<file path="config.mk">
export PLATFORM = sky130hd
export DESIGN_NAME = gpio_wake_ctrl
export DESIGN_NICKNAME = d
export VERILOG_FILES = /design/src/rtl/gwk_pkg.sv /design/src/rtl/gwk_sync.sv /design/src/rtl/gwk_fault_trig.sv /design/src/rtl/gwk_regs.sv /design/src/rtl/gwk_edge.sv /design/src/rtl/gpio_wake_ctrl.sv
export SDC_FILE = /design/constraint.sdc
export NUM_CORES = 1
export LEC_CHECK = 0
export ABC_AREA = 0
export BUFFER_PORTS_ARGS = -buffer_cell sky130_fd_sc_hd__buf_4
export CORE_ASPECT_RATIO = 2
export CORE_MARGIN = 5
export CORE_UTILIZATION = 58
export CTS_CLUSTER_DIAMETER = 120
export DETAILED_ROUTE_END_ITERATION = 7
export PLACE_DENSITY = 0.95
export SLEW_MARGIN = 20
export SYNTH_ARGS = -nofsm -noshare
export SYNTH_HDL_FRONTEND = slang
export SYNTH_SLANG_ARGS = --single-unit
export TNS_END_PERCENT = 100
</file>
<file path="constraint.sdc">
create_clock -name clk -period 3 [get_ports clk]
set_clock_uncertainty 0.1 [all_clocks]
set_input_delay 0.6 -clock clk [delete_from_list [all_inputs] [get_ports clk]]
set_output_delay 0.6 -clock clk [all_outputs]
set_load 0.05 [all_outputs]
</file>
<file path="src/rtl/gwk_pkg.sv">
package gwk_pkg;
    // Register select encodings seen on the register port
    typedef enum logic [1:0] {
        SEL_PIN  = 2'd0,
        SEL_RISE = 2'd1,
        SEL_FALL = 2'd2,
        SEL_NONE = 2'd3
    } reg_sel_e;
endpackage

</file>
<file path="src/rtl/gwk_sync.sv">
// Two-flop synchroniser for a bus of independent asynchronous bits.
// Assumes each bit is sampled on its own; no bus coherence is implied.
module gwk_sync #(
    parameter int unsigned WIDTH = 1,
    parameter logic [WIDTH-1:0] IDLE = '0
) (
    input  logic             clk,
    input  logic             rst_n,
    input  logic [WIDTH-1:0] d,
    output logic [WIDTH-1:0] q
);
    logic [WIDTH-1:0] meta;

    // Two-stage resample into the clk domain
    always_ff @(posedge clk) begin
        if (!rst_n) begin
            meta <= IDLE;
            q    <= IDLE;
        end else begin
            meta <= d;
            q    <= meta;
        end
    end
endmodule

</file>
<file path="src/rtl/gwk_fault_trig.sv">
// Turns the active-low fault inputs into a one-cycle trigger per assertion.
// Assumes the inputs are asynchronous and idle high.
module gwk_fault_trig #(
    parameter int unsigned SRC_N = 2
) (
    input  logic             clk,
    input  logic             rst_n,
    input  logic [SRC_N-1:0] fault_n,
    output logic             trig
);
    logic [SRC_N-1:0] level;
    logic [SRC_N-1:0] level_d;
    logic [SRC_N-1:0] fell;

    gwk_sync #(.WIDTH(SRC_N), .IDLE({SRC_N{1'b1}})) u_sync (
        .clk  (clk),
        .rst_n(rst_n),
        .d    (fault_n),
        .q    (level)
    );

    // Remember the previous synchronised level of every source
    always_ff @(posedge clk) begin
        if (!rst_n) level_d <= {SRC_N{1'b1}};
        else        level_d <= level;
    end

    // Per-source high-to-low detection
    always_comb begin
        fell = level_d & ~level;
        trig = |fell;
    end
endmodule

</file>
<file path="src/rtl/gwk_regs.sv">
// Holds the wake, rising and falling enable registers plus the fault lock.
// Assumes arm_fall is already qualified; arm_fall beats a same-cycle write.
module gwk_regs
    import gwk_pkg::*;
#(
    parameter int unsigned PINS     = 16,
    parameter int unsigned DATA_W   = 32,
    parameter logic [PINS-1:0] FALL_ARM = 'h3
) (
    input  logic              clk,
    input  logic              rst_n,
    input  logic              wr,
    input  logic [1:0]        sel,
    input  logic [DATA_W-1:0] wdata,
    input  logic              arm_fall,
    output logic [PINS-1:0]   pin_en,
    output logic              lock,
    output logic [PINS-1:0]   rise_en,
    output logic [PINS-1:0]   fall_en,
    output logic [DATA_W-1:0] rdata
);
    localparam int unsigned LOCK_POS = DATA_W - 1;

    reg_sel_e sel_e;
    logic     unused_rsvd;

    assign sel_e       = reg_sel_e'(sel);
    assign unused_rsvd = ^wdata[DATA_W-2:PINS];

    // Wake enable bits and lock bit, software-owned
    always_ff @(posedge clk) begin
        if (!rst_n) begin
            pin_en <= '0;
            lock   <= 1'b0;
        end else if (wr && sel_e == SEL_PIN) begin
            pin_en <= wdata[PINS-1:0];
            lock   <= wdata[LOCK_POS];
        end
    end

    // Rising-edge enable bits, software-owned
    always_ff @(posedge clk) begin
        if (!rst_n)                        rise_en <= '0;
        else if (wr && sel_e == SEL_RISE)  rise_en <= wdata[PINS-1:0];
    end

    // Falling-edge enable bits; a forced load wins over software
    always_ff @(posedge clk) begin
        if (!rst_n)                        fall_en <= FALL_ARM;
        else if (arm_fall)                 fall_en <= FALL_ARM;
        else if (wr && sel_e == SEL_FALL)  fall_en <= wdata[PINS-1:0];
    end

    // Read mux; reserved bits read zero
    always_comb begin
        rdata = '0;
        unique case (sel_e)
            SEL_PIN: begin
                rdata[PINS-1:0] = pin_en;
                rdata[LOCK_POS] = lock;
            end
            SEL_RISE: rdata[PINS-1:0] = rise_en;
            SEL_FALL: rdata[PINS-1:0] = fall_en;
            default:  rdata = '0;
        endcase
    end
endmodule

</file>
<file path="src/rtl/gwk_edge.sv">
// Synchronises pins, detects edges during sleep and keeps a sticky request.
// Assumes edges seen while awake are discarded, not queued.
module gwk_edge #(
    parameter int unsigned PINS = 16
) (
    input  logic            clk,
    input  logic            rst_n,
    input  logic [PINS-1:0] pins,
    input  logic            sleep,
    input  logic [PINS-1:0] pin_en,
    input  logic [PINS-1:0] rise_en,
    input  logic [PINS-1:0] fall_en,
    input  logic            ack,
    output logic            wake_req
);
    logic [PINS-1:0] now;
    logic [PINS-1:0] last;
    logic [PINS-1:0] hit;
    logic            any_hit;

    gwk_sync #(.WIDTH(PINS), .IDLE('0)) u_sync (
        .clk  (clk),
        .rst_n(rst_n),
        .d    (pins),
        .q    (now)
    );

    // Previous synchronised sample; tracks even while awake
    always_ff @(posedge clk) begin
        if (!rst_n) last <= '0;
        else        last <= now;
    end

    // Per-pin qualification of each edge direction
    for (genvar i = 0; i < PINS; i++) begin : g_pin
        always_comb begin
            hit[i] = pin_en[i] & ((rise_en[i] & now[i] & ~last[i]) |
                                  (fall_en[i] & ~now[i] & last[i]));
        end
    end

    assign any_hit = sleep & (|hit);

    // Sticky request; a fresh hit wins over acknowledge
    always_ff @(posedge clk) begin
        if (!rst_n)       wake_req <= 1'b0;
        else if (any_hit) wake_req <= 1'b1;
        else if (ack)     wake_req <= 1'b0;
    end
endmodule

</file>
<file path="src/rtl/gpio_wake_ctrl.sv">
// Top of the sleep GPIO wake-up controller.
// Assumes wdt_rst and gpio_rst are single-cycle pulses synchronous to clk.
module gpio_wake_ctrl #(
    parameter int unsigned PINS   = 16,
    parameter int unsigned DATA_W = 32
) (
    input  logic              clk,
    input  logic              rst_n,
    input  logic              wdt_rst,
    input  logic              gpio_rst,
    input  logic              reg_wr,
    input  logic [1:0]        reg_sel,
    input  logic [DATA_W-1:0] reg_wdata,
    output logic [DATA_W-1:0] reg_rdata,
    input  logic [PINS-1:0]   gpio_in,
    input  logic              sleep_active,
    input  logic              vdd_fault_n,
    input  logic              batt_fault_n,
    input  logic              wake_ack,
    output logic              wake_req
);
    localparam logic [PINS-1:0] FALL_ARM = PINS'(3);

    logic [PINS-1:0] pin_en;
    logic [PINS-1:0] rise_en;
    logic [PINS-1:0] fall_en;
    logic            fault_lock;
    logic            fault_trig;
    logic            arm_fall;

    gwk_fault_trig #(.SRC_N(2)) u_fault (
        .clk    (clk),
        .rst_n  (rst_n),
        .fault_n({batt_fault_n, vdd_fault_n}),
        .trig   (fault_trig)
    );

    // Forced falling-edge load: unlocked fault, watchdog or GPIO reset
    assign arm_fall = (fault_trig & ~fault_lock) | wdt_rst | gpio_rst;

    gwk_regs #(.PINS(PINS), .DATA_W(DATA_W), .FALL_ARM(FALL_ARM)) u_regs (
        .clk     (clk),
        .rst_n   (rst_n),
        .wr      (reg_wr),
        .sel     (reg_sel),
        .wdata   (reg_wdata),
        .arm_fall(arm_fall),
        .pin_en  (pin_en),
        .lock    (fault_lock),
        .rise_en (rise_en),
        .fall_en (fall_en),
        .rdata   (reg_rdata)
    );

    gwk_edge #(.PINS(PINS)) u_edge (
        .clk     (clk),
        .rst_n   (rst_n),
        .pins    (gpio_in),
        .sleep   (sleep_active),
        .pin_en  (pin_en),
        .rise_en (rise_en),
        .fall_en (fall_en),
        .ack     (wake_ack),
        .wake_req(wake_req)
    );
endmodule

</file>
# == Word-level counts from Yosys, hierarchy flattened ==
# Index checks and enable logic that the tools add are counted.
# word_totals
regBits,104
latch_bits,0
ramBits,0
rom_bits,0
input_bits,59
output_inout_bits,33
word_cells,161
n_memories,0
# classes
addsub,0
mul,0
n_div,0
magnitude_cmp,0
n_eq_ne,2
shifts,0
muxes,4
n_bitwise,136
reduce_logical,8
# op_table
operator,count
$and A1 B1 Y1,82
$pmux W16 S3,1
$not A1 Y1,34
$or A1 B1 Y1,18
$reduce_or A16 Y1,1
$reduce_or A2 Y1,2
$logic_and A1 B1 Y1,3
$mux W1,3
$and A2 B2 Y2,1
$eq A2 B1 Y1 const B,1
$eq A2 B2 Y1 const B,1
$logic_not A2 Y1,1
$not A2 Y2,1
$reduce_bool A2 Y1,1

# == Logic depth before layout (Yosys ltp) ==
# Gate-level depths: netlist of the first run.
# depth
depth_word,8
mapped_depth,8
mapped_depth_nobuf,5

# == Modules after synthesis ==
# A second synthesis of the first run with hierarchy kept.
# unflattened
cells_unflattened,431
hier_area_um2,4415.5
# modules_own_cells
module,n_inst,cells_each,area_per_inst_um2,seq_area_each_um2
gwk_regs,1,257,2534.9,980.9
gwk_sync at u_edge.u_sync,1,67,895.9,640.6
gwk_edge,1,89,794.5,340.3
gwk_sync at u_fault.u_sync,1,8,105.1,80.1
gwk_fault_trig,1,7,72.6,40.0
gpio_wake_ctrl,1,3,12.5,0.0

# == Worst setup path before layout of the first run ==
# Ideal clock, no wire load.
# synth_timing
path_kind,input port to output port
start,input reg_sel[0]
end,output reg_rdata[10]
arrival_time_ps,2212
required_ps,2300
setup_slack_ps,88
cell_stages,4
path_buffers,2
cell_sequence,buf_6 buf_2 mux2i_1 o21ai_0
# synth_via
elab_chain_len,2
word_cells_on_any_way,4
cone_classes,2 x eq/ne; 1 x mux; 1 x reduce/logical
# synth_rtl
element,line,text
from (decl),gpio_wake_ctrl.sv:12,"input logic [1:0] reg_sel,"
"$eq A2 B2 Y1, or another cell as far along",gwk_regs.sv:57,unique case (sel_e)
$pmux W16 S3 *,gwk_regs.sv:57,
to (decl),gpio_wake_ctrl.sv:14,"output logic [DATA_W-1:0] reg_rdata,"
# Mark *: on every way between the ends. The rest lies on a longest branch, timed or not.

# == Worst setup path in the final report of the first run ==
# layout_timing
start,input reg_sel[0]
end,output reg_rdata[15]
# The elaborated chain is that of the path after synthesis.

==> impl_table.tex, run 1 <==
\begin{tabular}{lr}
\hline
Metric & Value \\
\hline
\multicolumn{2}{l}{\textbf{Power and ir drop}} \\
\quad Sw power & roughly 650 uW \\
\quad Fraction of power consumed by combinational cells & 0.088 \\
\quad Sw Share & 0.226 \\
\quad Clock share of power & 0.411 \\
\quad Pwr per Cell Area & between 500 and 600 mW/mm\^{}2 \\
\quad Overall power consumption & 2.90 mW \\
\quad Cell leakage power & 1.93 nW \\
\quad Internal power contribution & approximately 2.2 mW \\
\quad Maximum vdd drop & about 0.00057 V \\
\quad Power share of the sequential group & 0.501 \\
\multicolumn{2}{l}{\textbf{Min path}} \\
\quad Number of stages on the worst hold path & 1 \\
\quad Hold Path Class & flip-flop to flip-flop \\
\quad Hold EP & u\_fault.u\_sync.q[0] \\
\quad Critical hold path startpoint & u\_fault.u\_sync.meta[0] \\
\multicolumn{2}{l}{\textbf{Drt}} \\
\quad Drt first-iter violations & 340 \\
\quad Average wire per standard cell & 15.8 um \\
\quad Count of TritonRoute iterations in the first routing pass & 5 \\
\quad Antenna-violating nets left & 0 \\
\quad Avg Vias per Cell & $\sim$5.5 \\
\quad Via count & about 3400 \\
\quad Detailed-route DRC error count & 0 \\
\quad Wirelength, routed & around 9700 um \\
\multicolumn{2}{l}{\textbf{CTS}} \\
\quad Cts bufs inserted & 9 \\
\quad TritonCTS Sinks & 104 \\
\quad Clk pin slew, worst setup/hold paths & 0.06 ns \\
\quad TritonCTS clock tree & yes \\
\quad Number of buffers on the longest clock path & 2 \\
\quad Cell at the root of the clock tree & clkbuf\_16 \\
\quad Number of buffers added to fix hold violations after cts & 0 \\
\quad Insertion delay of the later-clocked pin in the worst-skew pair & 0.34 ns \\
\quad CTS-repair resized insts & 0 \\
\quad Postcts setup bufs & 0 \\
\quad CTS H-tree lvls & 3 \\
\multicolumn{2}{l}{\textbf{Placement}} \\
\quad Buffers on Ports & 61 \\
\quad Final weighted congestion in routability-driven placement & a little under 0.8 \\
\quad Detail Placement HPWL & 6570 um \\
\quad Worst Setup Slack post-DPL & approximately 0.47 ns \\
\multicolumn{2}{l}{\textbf{GRT}} \\
\quad Number of global-route vias before repair & between 3000 and 4000 \\
\quad Number of antenna violations at the first check in global routing & 0 \\
\quad Total global routing track utilization & 0.222 \\
\quad Pin count of the biggest net entering global routing & 56 \\
\quad Global-route wire length before repair & about 16000 um \\
\quad Grt ovf & 0 \\
\multicolumn{2}{l}{\textbf{STA}} \\
\quad Crit path time final & around 2.5 ns \\
\quad Number of slew-limit violations in the final report & 0 \\
\quad Hold Violations, Final & 0 \\
\quad Post-route fraction of the period consumed by the critical path & 0.842 \\
\quad Transition time at the pin with the least slew margin & slightly above 0.7 ns \\
\quad Relative slew slack & 0.524 \\
\quad Setup-violating endpoint count in the final report & 0 \\
\quad RSZ-0062 raised after global routing & no \\
\quad Setup TNS & 0 ns \\
\quad Post-route setup slack & between 0.4 and 0.5 ns \\
\quad Achievable clock frequency & 396 MHz \\
\quad Hold slack & 0.307 ns \\
\multicolumn{2}{l}{\textbf{Die}} \\
\quad Vertical die dimension & 130 um \\
\quad Total Die Area & a little over 0.009 sq mm \\
\quad Die boundary width & around 70 um \\
\quad Starting density of the core & 0.596 \\
\quad \# rows & 43 \\
\quad Core Footprint & 0.00699 sq mm \\
\quad Top-Level Pins & a little over 90 \\
\multicolumn{2}{l}{\textbf{Critical path}} \\
\quad Maximum single-stage delay on the critical path & around 0.48 ns \\
\quad Crit Path Max Fanout & 19 \\
\quad R2R depth & 5 \\
\quad Worst reg2reg setup slack & between 1.5 and 2 ns \\
\quad Critical path launch point type & input pin \\
\quad CP bufs+invs & 2 \\
\quad Worst R2R Start & u\_edge.u\_sync.q[0] \\
\quad Worst Setup End Kind & primary output \\
\quad Required time of the critical path & approximately 2.3 ns \\
\quad CP dominant cell by count & buf\_4 \\
\quad Cells traversed along the worst timing path & buf\_4, nor2b\_4, nand2\_1, o21ai\_0, buf\_4 \\
\quad Delay-heaviest family, CP & simple AND/OR/NAND/NOR gates \\
\quad Worst setup path class & input pin to primary output \\
\quad Data arrival time at the worst-slack endpoint & 1.83 ns \\
\quad Master of the slowest instance on the critical path & nor2b\_4 \\
\quad End of the worst register-to-register path & u\_edge.wake\_req \\
\multicolumn{2}{l}{\textbf{Yosys}} \\
\quad Summed instance area of the synthesized netlist & around 0.0042 sq mm \\
\quad Count of unique library cells instantiated by Yosys & 29 \\
\quad Synth Instances & between 400 and 500 \\
\quad Mean post-synth cell area & $\sim$8.9 sq um \\
\quad Sequential-to-total area share from yosys stat & 0.500 \\
\quad Synth Register Bits & 104 \\
\quad Synthesis warning total & 0 \\
\multicolumn{2}{l}{\textbf{Cells and area}} \\
\quad Syn-to-layout area delta & 17.0\% \\
\quad Commonest non-fill, non-tap cells in the layout & 131 x nand2\_1, 104 x dfxtp\_1, 66 x buf\_4 \\
\quad Antenna diode instance count & 0 \\
\quad Post-Route Utilization & 0.697 \\
\quad Count of nets after finishing & 580 \\
\quad Proportion of layout cells with a drive suffix above 1 & 0.177 \\
\quad Commonest non-fill, non-tap cell in the layout & nand2\_1 \\
\multicolumn{2}{l}{\textbf{Flow run}} \\
\quad Max cap viols & 0 \\
\multicolumn{2}{l}{\textbf{Run status}} \\
\quad Result of the run & finished, final reports clean \\
\hline
\end{tabular}
## state kept, by name, summed over array words and instances (netlist names)
| name | cells |
|---|---|
| u_edge.last | 16 |
| u_edge.u_sync.meta | 16 |
| u_edge.u_sync.q | 16 |
| u_edge.wake_req | 1 |
| u_fault.level_d | 2 |
| u_fault.u_sync.meta | 2 |
| u_fault.u_sync.q | 2 |
| u_regs.fall_en | 16 |
| u_regs.lock | 1 |
| u_regs.pin_en | 16 |
| u_regs.rise_en | 16 |
## metrics by stage
stage / area [sq um] / std cells
floorplan: 4220 / 484
global route: 4870 / 615
detailed placement: 4570 / 600
finish: 4870 / 615
global placement: 4570 / 600
CTS: 4870 / 615
## logic make-up (layout without fill, tap and decap cells)
group / after synthesis / after routing / synth area share
other: 1 / 15 / 0.000900
multiplexers: 16 / 16 / 0.0384
buffers and inverters: 42 / 83 / 0.0634
AO/OA/AOI/OAI: 89 / 89 / 0.141
flip-flops: 104 / 104 / 0.500
AND/OR/NAND/NOR: 218 / 218 / 0.257
## power by group through the flow
stage / logic, mW / registers (mW) / clock network (mW)
after detailed placement: 0.252 / 1.48 / 0
after global routing: 0.274 / 1.45 / 1.27
after global placement: 0.246 / 1.48 / 0
after floorplan: 0.186 / 1.47 / 0
after CTS: 0.254 / 1.45 / 1.21
final: 0.254 / 1.45 / 1.19
## Yosys cell counts, drive strengths merged
| cell type | count | area share |
|---|---|---|
| clkbuf | 11 | 0.0099 |
| nor2b | 1 | 0.0033 |
| a21boi | 33 | 0.059 |
| nand2b | 6 | 0.0090 |
| o211ai | 1 | 0.0018 |
| buf | 29 | 0.052 |
| nand4 | 2 | 0.0030 |
| o21ai | 31 | 0.037 |
| or2 | 1 | 0.0015 |
| a22oi | 8 | 0.014 |
| nand3b | 17 | 0.031 |
| a21oi | 15 | 0.025 |
| mux2i | 16 | 0.038 |
| nor2 | 3 | 0.0051 |
| conb | 1 | 0.00090 |
| o211a | 1 | 0.0024 |
| and2 | 51 | 0.077 |
| dfxtp | 104 | 0.50 |
| nand2 | 134 | 0.12 |
| nand4b | 2 | 0.0042 |
| nand3 | 1 | 0.0012 |
| inv | 2 | 0.0018 |
## per-layer routing
metal  up-vias  global-route usage  share of wire
met5         -                   0              0
met4         0               0.140          0.041
met3        35              0.0486          0.071
met2       164               0.387           0.53
met1      1583               0.243           0.36
li1       1616                   -              -
## area by class of cell
class	count	area, sq um
clock buffer	11	233
clock inverter	4	70.1
fill	515	2120
inverter	2	7.51
multi-input combinational	338	1870
sequential	104	2080
tap	90	113
timing repair buffer	66	495
## how the worst max path moves through the flow
stage,startpoint,to,slack [ns],cells past startpoint
after floorplan,reg_sel[0],reg_rdata[10],0.09,4
after global placement,reg_sel[0],reg_rdata[15],0.49,5
after detailed placement,reg_sel[0],reg_rdata[12],0.47,5
after CTS,reg_sel[0],reg_rdata[12],0.45,5
after global routing,reg_sel[0],reg_rdata[15],0.36,5
final,reg_sel[0],reg_rdata[15],0.47,5
Power figures use the tool's default switching activity.
==> run 2: changes to the inputs <==
- CORE_UTILIZATION: 58 -> 48
- PLACE_DENSITY: 0.95 -> 0.87
- clock period: 3 -> 2.2 ns (I/O delays scaled with it)
==> impl_table.tex, run 2 (synthesis results as in run 1) <==
\begin{tabular}{lr}
\hline
Metric & Value \\
\hline
\multicolumn{2}{l}{\textbf{Run status}} \\
\quad Result of the run & finished, final reports clean \\
\multicolumn{2}{l}{\textbf{Critical path}} \\
\quad Critical path launch point type & input pin \\
\quad Data arrival time at the worst-slack endpoint & 1.43 ns (-0.40 ns) \\
\quad Worst R2R Start & u\_fault.u\_sync.q[0] \\
\quad Worst reg2reg setup slack & 0.54 ns (-1.02 ns) \\
\quad Worst Setup End Kind & primary output \\
\quad R2R depth & 5 (unchanged) \\
\quad Worst setup path class & input pin to primary output \\
\quad End of the worst register-to-register path & u\_regs.fall\_en[6] \\
\quad Crit Path Max Fanout & 19 (unchanged) \\
\quad Required time of the critical path & 1.66 ns (-0.64 ns) \\
\multicolumn{2}{l}{\textbf{GRT}} \\
\quad Number of global-route vias before repair & 3386 (-0.15\%) \\
\quad Total global routing track utilization & 0.193 (-0.0296) \\
\quad Number of antenna violations at the first check in global routing & 0 (unchanged) \\
\quad Pin count of the biggest net entering global routing & 89 (+59\%) \\
\quad Global-route wire length before repair & 15500 um (-1.7\%) \\
\quad Grt ovf & 0 (unchanged) \\
\multicolumn{2}{l}{\textbf{Drt}} \\
\quad Drt first-iter violations & 315 (-7.4\%) \\
\quad Avg Vias per Cell & 5.29 (-4.2\%) \\
\quad Average wire per standard cell & 15.7 um (-1.0\%) \\
\quad Count of TritonRoute iterations in the first routing pass & 5 (unchanged) \\
\quad Antenna-violating nets left & 0 (unchanged) \\
\quad Wirelength, routed & 9880 um (+1.4\%) \\
\quad Detailed-route DRC error count & 0 (unchanged) \\
\quad Via count & 3334 (-1.9\%) \\
\multicolumn{2}{l}{\textbf{Power and ir drop}} \\
\quad Pwr per Cell Area & 820 mW/mm\^{}2 (+38\%) \\
\quad Cell leakage power & 2.00 nW (+3.2\%) \\
\quad Maximum vdd drop & 0.000471 V (-18\%) \\
\quad Overall power consumption & 4.12 mW (+42\%) \\
\multicolumn{2}{l}{\textbf{CTS}} \\
\quad TritonCTS clock tree & yes \\
\quad CTS-repair resized insts & 0 (unchanged) \\
\quad TritonCTS Sinks & 104 (unchanged) \\
\quad Number of buffers on the longest clock path & 2 (unchanged) \\
\quad Insertion delay of the later-clocked pin in the worst-skew pair & 0.35 ns (about the same) \\
\quad Number of buffers added to fix hold violations after cts & 0 (unchanged) \\
\quad CTS H-tree lvls & 3 (unchanged) \\
\quad Cell at the root of the clock tree & clkbuf\_16 \\
\quad Clk pin slew, worst setup/hold paths & 0.06 ns (about the same) \\
\quad Postcts setup bufs & 0 (unchanged) \\
\quad Cts bufs inserted & 9 (unchanged) \\
\multicolumn{2}{l}{\textbf{Die}} \\
\quad Vertical die dimension & 142 um (+9.2\%) \\
\quad Total Die Area & 0.0108 sq mm (+18\%) \\
\quad \# rows & 48 (+12\%) \\
\quad Top-Level Pins & 92 (unchanged) \\
\quad Core Footprint & 0.00859 sq mm (+23\%) \\
\quad Starting density of the core & 0.485 (-0.111) \\
\quad Die boundary width & 75.9 um (+8.5\%) \\
\multicolumn{2}{l}{\textbf{Cells and area}} \\
\quad Commonest non-fill, non-tap cell in the layout & nand2\_1 \\
\quad Antenna diode instance count & 0 (unchanged) \\
\quad Syn-to-layout area delta & 20.5\% \\
\quad Commonest non-fill, non-tap cells in the layout & 131 x nand2\_1, 104 x dfxtp\_1, 67 x buf\_4 \\
\quad Number of cells in the finished layout apart from fillers & 630 (+2.4\%) \\
\quad Proportion of layout cells with a drive suffix above 1 & 0.204 (+0.0266) \\
\quad Count of nets after finishing & 584 (+0.69\%) \\
\multicolumn{2}{l}{\textbf{STA}} \\
\quad Post-route fraction of the period consumed by the critical path & 0.895 \\
\quad Relative slew slack & 0.462 (-0.0619) \\
\quad RSZ-0062 raised after global routing & no \\
\quad Setup TNS & 0 ns (unchanged) \\
\quad Achievable clock frequency & roughly 510 MHz \\
\quad Number of slew-limit violations in the final report & 0 (unchanged) \\
\quad Crit path time final & 1.97 ns \\
\quad Setup-violating endpoint count in the final report & 0 (unchanged) \\
\quad Transition time at the pin with the least slew margin & 0.804 ns (+0.0893 ns) \\
\quad Hold slack & 0.178 ns (-0.128 ns) \\
\quad Hold Violations, Final & 0 (unchanged) \\
\multicolumn{2}{l}{\textbf{Placement}} \\
\quad Buffers on Ports & 61 (unchanged) \\
\quad Post-Place Cells & 614 (+2.3\%) \\
\quad Detail Placement HPWL & 6700 um (+2.0\%) \\
\quad Final weighted congestion in routability-driven placement & 0.818 (+2.9\%) \\
\multicolumn{2}{l}{\textbf{Min path}} \\
\quad Critical hold path startpoint & vdd\_fault\_n \\
\quad Number of stages on the worst hold path & 2 (+1) \\
\quad Hold Path Class & input pin to flip-flop \\
\quad Hold EP & u\_fault.u\_sync.meta[0] \\
\multicolumn{2}{l}{\textbf{Flow run}} \\
\quad Max cap viols & 0 (unchanged) \\
\hline
\end{tabular}
==> run 2: cell types whose count changed in the layout (fill, tap and decap cells not counted) <==
cell	delta
buf_12	+3
clkinvlp_4	+1
clkbuf_1	-1
o21ai_2	+9
buf_4	+1
bufinv_16	+1
o21ai_1	+7
o21ai_0	-16
==> run 2: final cells by class <==
| type | count | area (sq um) |
|---|---|---|
| inverters | 2 | 7.51 |
| well taps | 100 | 125 |
| multi-input cells | 338 | 1910 |
| flip-flops and latches | 104 | 2080 |
| repair buffers | 70 | 563 |
| clock inverters | 6 | 108 |
| clock buffers | 10 | 229 |
| fillers | 748 | 3570 |
==> run 2: how the worst max path moves through the flow <==
stage	from	to	slack, ns	cells past startpoint
finish	reg_sel[0]	reg_rdata[15]	0.23	6
global route	reg_sel[0]	reg_rdata[15]	0.21	6
CTS	reg_sel[0]	reg_rdata[15]	0.26	6
detailed placement	reg_sel[0]	u_regs.fall_en[3]	0.12	6
global placement	reg_sel[0]	u_regs.fall_en[14]	0.15	6
floorplan	reg_sel[0]	reg_rdata[10]	-0.02	4
==> run 2: routing by layer <==
layer / vias up / share of wire / GRT usage
met5: - / 0 / 0
met4: 0 / 0.037 / 0.119
met3: 25 / 0.062 / 0.0447
met2: 94 / 0.53 / 0.325
met1: 1594 / 0.37 / 0.206
li1: 1621 / - / -
==> run 2: where the power goes <==
group	total, mW	switching [mW]	leakage [nW]	internal (mW)
sequential	1.98	0.0332	0.850	1.94
clock	1.77	0.667	0.162	1.11
combinational	0.364	0.226	0.983	0.139
==> run 2: through the flow <==
stage,util,setup slack [ns],cell area (sq um)
floorplan,-,-0.0169,4250
global placement,0.545,0.148,4680
detailed placement,0.545,0.119,4680
CTS,0.585,0.257,5020
global route,0.585,0.206,5020
finish,0.585,0.232,5020
==> run 2: critical path, cell delays in order <==
cell and delay, ns:
buf_4 0.23, nor2b_4 0.17, buf_12 0.17, nand2_1 0.06, o21ai_1 0.11, buf_4 0.23
==> run 3: changes to the inputs <==
- CORE_ASPECT_RATIO: 2 -> not set
==> impl_table.tex, run 3 (synthesis results as in run 1) <==
\begin{tabular}{lr}
\hline
Metric & Value \\
\hline
\multicolumn{2}{l}{\textbf{CTS}} \\
\quad Cell at the root of the clock tree & clkbuf\_8 \\
\quad Number of buffers added to fix hold violations after cts & 0 (unchanged) \\
\quad Number of buffers on the longest clock path & 2 (unchanged) \\
\quad TritonCTS clock tree & yes \\
\quad CTS-repair resized insts & 0 (unchanged) \\
\quad CTS H-tree lvls & 3 (unchanged) \\
\quad Clk pin slew, worst setup/hold paths & 0.08 ns (+0.02 ns) \\
\quad TritonCTS Sinks & 104 (unchanged) \\
\quad Postcts setup bufs & 0 (unchanged) \\
\quad Cts bufs inserted & 9 (unchanged) \\
\quad Insertion delay of the later-clocked pin in the worst-skew pair & 0.36 ns (about the same) \\
\multicolumn{2}{l}{\textbf{Critical path}} \\
\quad Maximum single-stage delay on the critical path & 0.29 ns (+0.06 ns) \\
\quad End of the worst register-to-register path & u\_regs.fall\_en[7] \\
\quad Crit Path Max Fanout & 16 (-3) \\
\quad Worst R2R Start & u\_fault.u\_sync.q[0] \\
\quad Cells traversed along the worst timing path & buf\_4, buf\_4, mux2i\_1, o21ai\_2, buf\_4 \\
\quad Critical path launch point type & input pin \\
\quad Worst reg2reg setup slack & 0.73 ns (+0.19 ns) \\
\quad Worst setup path class & input pin to primary output \\
\quad CP dominant cell by count & buf\_4 \\
\quad R2R depth & 5 (unchanged) \\
\quad Data arrival time at the worst-slack endpoint & 1.46 ns (+0.03 ns) \\
\quad Required time of the critical path & 1.66 ns (about the same) \\
\quad Master of the slowest instance on the critical path & buf\_4 \\
\quad Worst Setup End Kind & primary output \\
\multicolumn{2}{l}{\textbf{Power and ir drop}} \\
\quad Overall power consumption & 3.48 mW (-15\%) \\
\quad Maximum vdd drop & 0.000487 V (+3.5\%) \\
\quad Cell leakage power & 1.93 nW (-3.1\%) \\
\quad Pwr per Cell Area & 714 mW/mm\^{}2 (-13\%) \\
\multicolumn{2}{l}{\textbf{Cells and area}} \\
\quad Antenna diode instance count & 0 (unchanged) \\
\quad Count of nets after finishing & 588 (+0.68\%) \\
\quad Reg area & 0.00208 sq mm (unchanged) \\
\quad Final design instance area without fill & 0.00488 sq mm (-2.8\%) \\
\quad Commonest non-fill, non-tap cells in the layout & 131 x nand2\_1, 104 x dfxtp\_1, 74 x buf\_4 \\
\quad Post-Route Utilization & 0.568 (-0.0169) \\
\quad Commonest non-fill, non-tap cell in the layout & nand2\_1 \\
\quad Number of filler instances in the final layout & 757 (+1.2\%) \\
\quad Area occupied by multi-input gates & 0.00191 sq mm (unchanged) \\
\quad Proportion of layout cells with a drive suffix above 1 & 0.208 (+0.00448) \\
\quad Syn-to-layout area delta & 17.1\% \\
\multicolumn{2}{l}{\textbf{Drt}} \\
\quad Antenna-violating nets left & 0 (unchanged) \\
\quad Avg Vias per Cell & 5.06 (-4.4\%) \\
\quad Drt first-iter violations & 183 (-42\%) \\
\quad Count of TritonRoute iterations in the first routing pass & 4 (-1) \\
\quad Detailed-route DRC error count & 0 (unchanged) \\
\quad Wirelength, routed & 9330 um (-5.6\%) \\
\quad Average wire per standard cell & 14.6 um (-7.2\%) \\
\quad Via count & 3244 (-2.7\%) \\
\multicolumn{2}{l}{\textbf{STA}} \\
\quad Achievable clock frequency & 499 MHz (-1.7\%) \\
\quad Crit path time final & 2.00 ns (+0.0341 ns) \\
\quad RSZ-0062 raised after global routing & no \\
\quad Post-route fraction of the period consumed by the critical path & 0.910 (+0.0155) \\
\quad Setup-violating endpoint count in the final report & 0 (unchanged) \\
\quad Number of slew-limit violations in the final report & 0 (unchanged) \\
\quad Hold Violations, Final & 0 (unchanged) \\
\quad Post-route setup slack & 0.198 ns (-0.0341 ns) \\
\multicolumn{2}{l}{\textbf{GRT}} \\
\quad Fraction of met3 tracks used by global routing & 0.0379 (-0.00679) \\
\quad Global-route wire length before repair & 14800 um (-4.4\%) \\
\quad Total global routing track utilization & 0.180 (-0.0126) \\
\quad Met1 usage in global routing & 0.218 (+0.0120) \\
\quad GRT Max-Usage Layer & met2 \\
\quad Pin count of the biggest net entering global routing & 63 (-29\%) \\
\quad Number of global-route vias before repair & 3128 (-7.6\%) \\
\quad Met2 routing resource usage after global routing & 0.315 (-0.0107) \\
\quad Grt ovf & 0 (unchanged) \\
\quad Number of antenna violations at the first check in global routing & 0 (unchanged) \\
\multicolumn{2}{l}{\textbf{Die}} \\
\quad Starting density of the core & 0.485 (about the same) \\
\quad Core Footprint & 0.00859 sq mm (about the same) \\
\quad \# rows & 34 (-29\%) \\
\quad Die boundary width & 103 um (+36\%) \\
\quad Top-Level Pins & 92 (unchanged) \\
\quad Vertical die dimension & 103 um (-27\%) \\
\quad Total Die Area & 0.0106 sq mm (-1.1\%) \\
\multicolumn{2}{l}{\textbf{Placement}} \\
\quad Buffers on Ports & 61 (unchanged) \\
\quad Total placed instance area & 0.00469 sq mm (about the same) \\
\quad Final weighted congestion in routability-driven placement & 0.851 (+4.0\%) \\
\quad Worst Setup Slack post-DPL & 0.195 ns (+0.0759 ns) \\
\quad Detail Placement HPWL & 6700 um (about the same) \\
\multicolumn{2}{l}{\textbf{Min path}} \\
\quad Hold Path Class & input pin to flip-flop \\
\quad Hold EP & u\_fault.u\_sync.meta[1] \\
\quad Critical hold path startpoint & batt\_fault\_n \\
\quad Number of stages on the worst hold path & 2 (unchanged) \\
\multicolumn{2}{l}{\textbf{Run status}} \\
\quad Result of the run & finished, final reports clean \\
\multicolumn{2}{l}{\textbf{Flow run}} \\
\quad Max cap viols & 0 (unchanged) \\
\hline
\end{tabular}
==> run 3: area by class of cell <==
type                    count  share of cell area
repair buffers             74               0.114
clock buffers              10              0.0262
multi-input cells         338               0.391
clock inverters             5              0.0131
flip-flops and latches    104               0.427
well taps                 108              0.0277
inverters                   2             0.00154
==> run 3: layer usage <==
layer  wire (um)  share of wire  up-vias
met5           0              0        -
met4         212          0.023        0
met3         663          0.071       19
met2        4610           0.49      102
met1        3840           0.41     1504
li1            -              -     1619
==> run 3: through the flow <==
stage                     cells  TNS [ns]  hold WS, ns
final                       641         0        0.165
after global routing        641         0        0.162
after CTS                   641         0        0.163
after detailed placement    626         0        0.297
after global placement      626         0        0.294
after floorplan             484   -0.0169        0.286
==> run 3: critical path: cells and delay by family <==
kind            cells  cell delay, ns
mux                 1            0.25
compound gates      1            0.07
buf+inv             3            0.70
==> run 3: worst max path at each step <==
| stage | from | slack, ns | endpoint | cells past startpoint |
|---|---|---|---|---|
| 6_report | reg_sel[0] | 0.20 | reg_rdata[14] | 5 |
| 5_1_grt | reg_sel[0] | 0.15 | reg_rdata[14] | 5 |
| 4_1_cts | reg_sel[0] | 0.19 | reg_rdata[14] | 5 |
| 3_5_place_dp | reg_sel[0] | 0.20 | reg_rdata[14] | 5 |
| 3_3_place_gp | reg_sel[0] | 0.23 | reg_rdata[7] | 5 |
| 2_1_floorplan | reg_sel[0] | -0.02 | reg_rdata[10] | 4 |
==> run 3: where the power goes <==
part	internal (mW)	switching (mW)	total, mW
logic	0.136	0.223	0.359
clock network	0.530	0.618	1.15
registers	1.94	0.0339	1.98
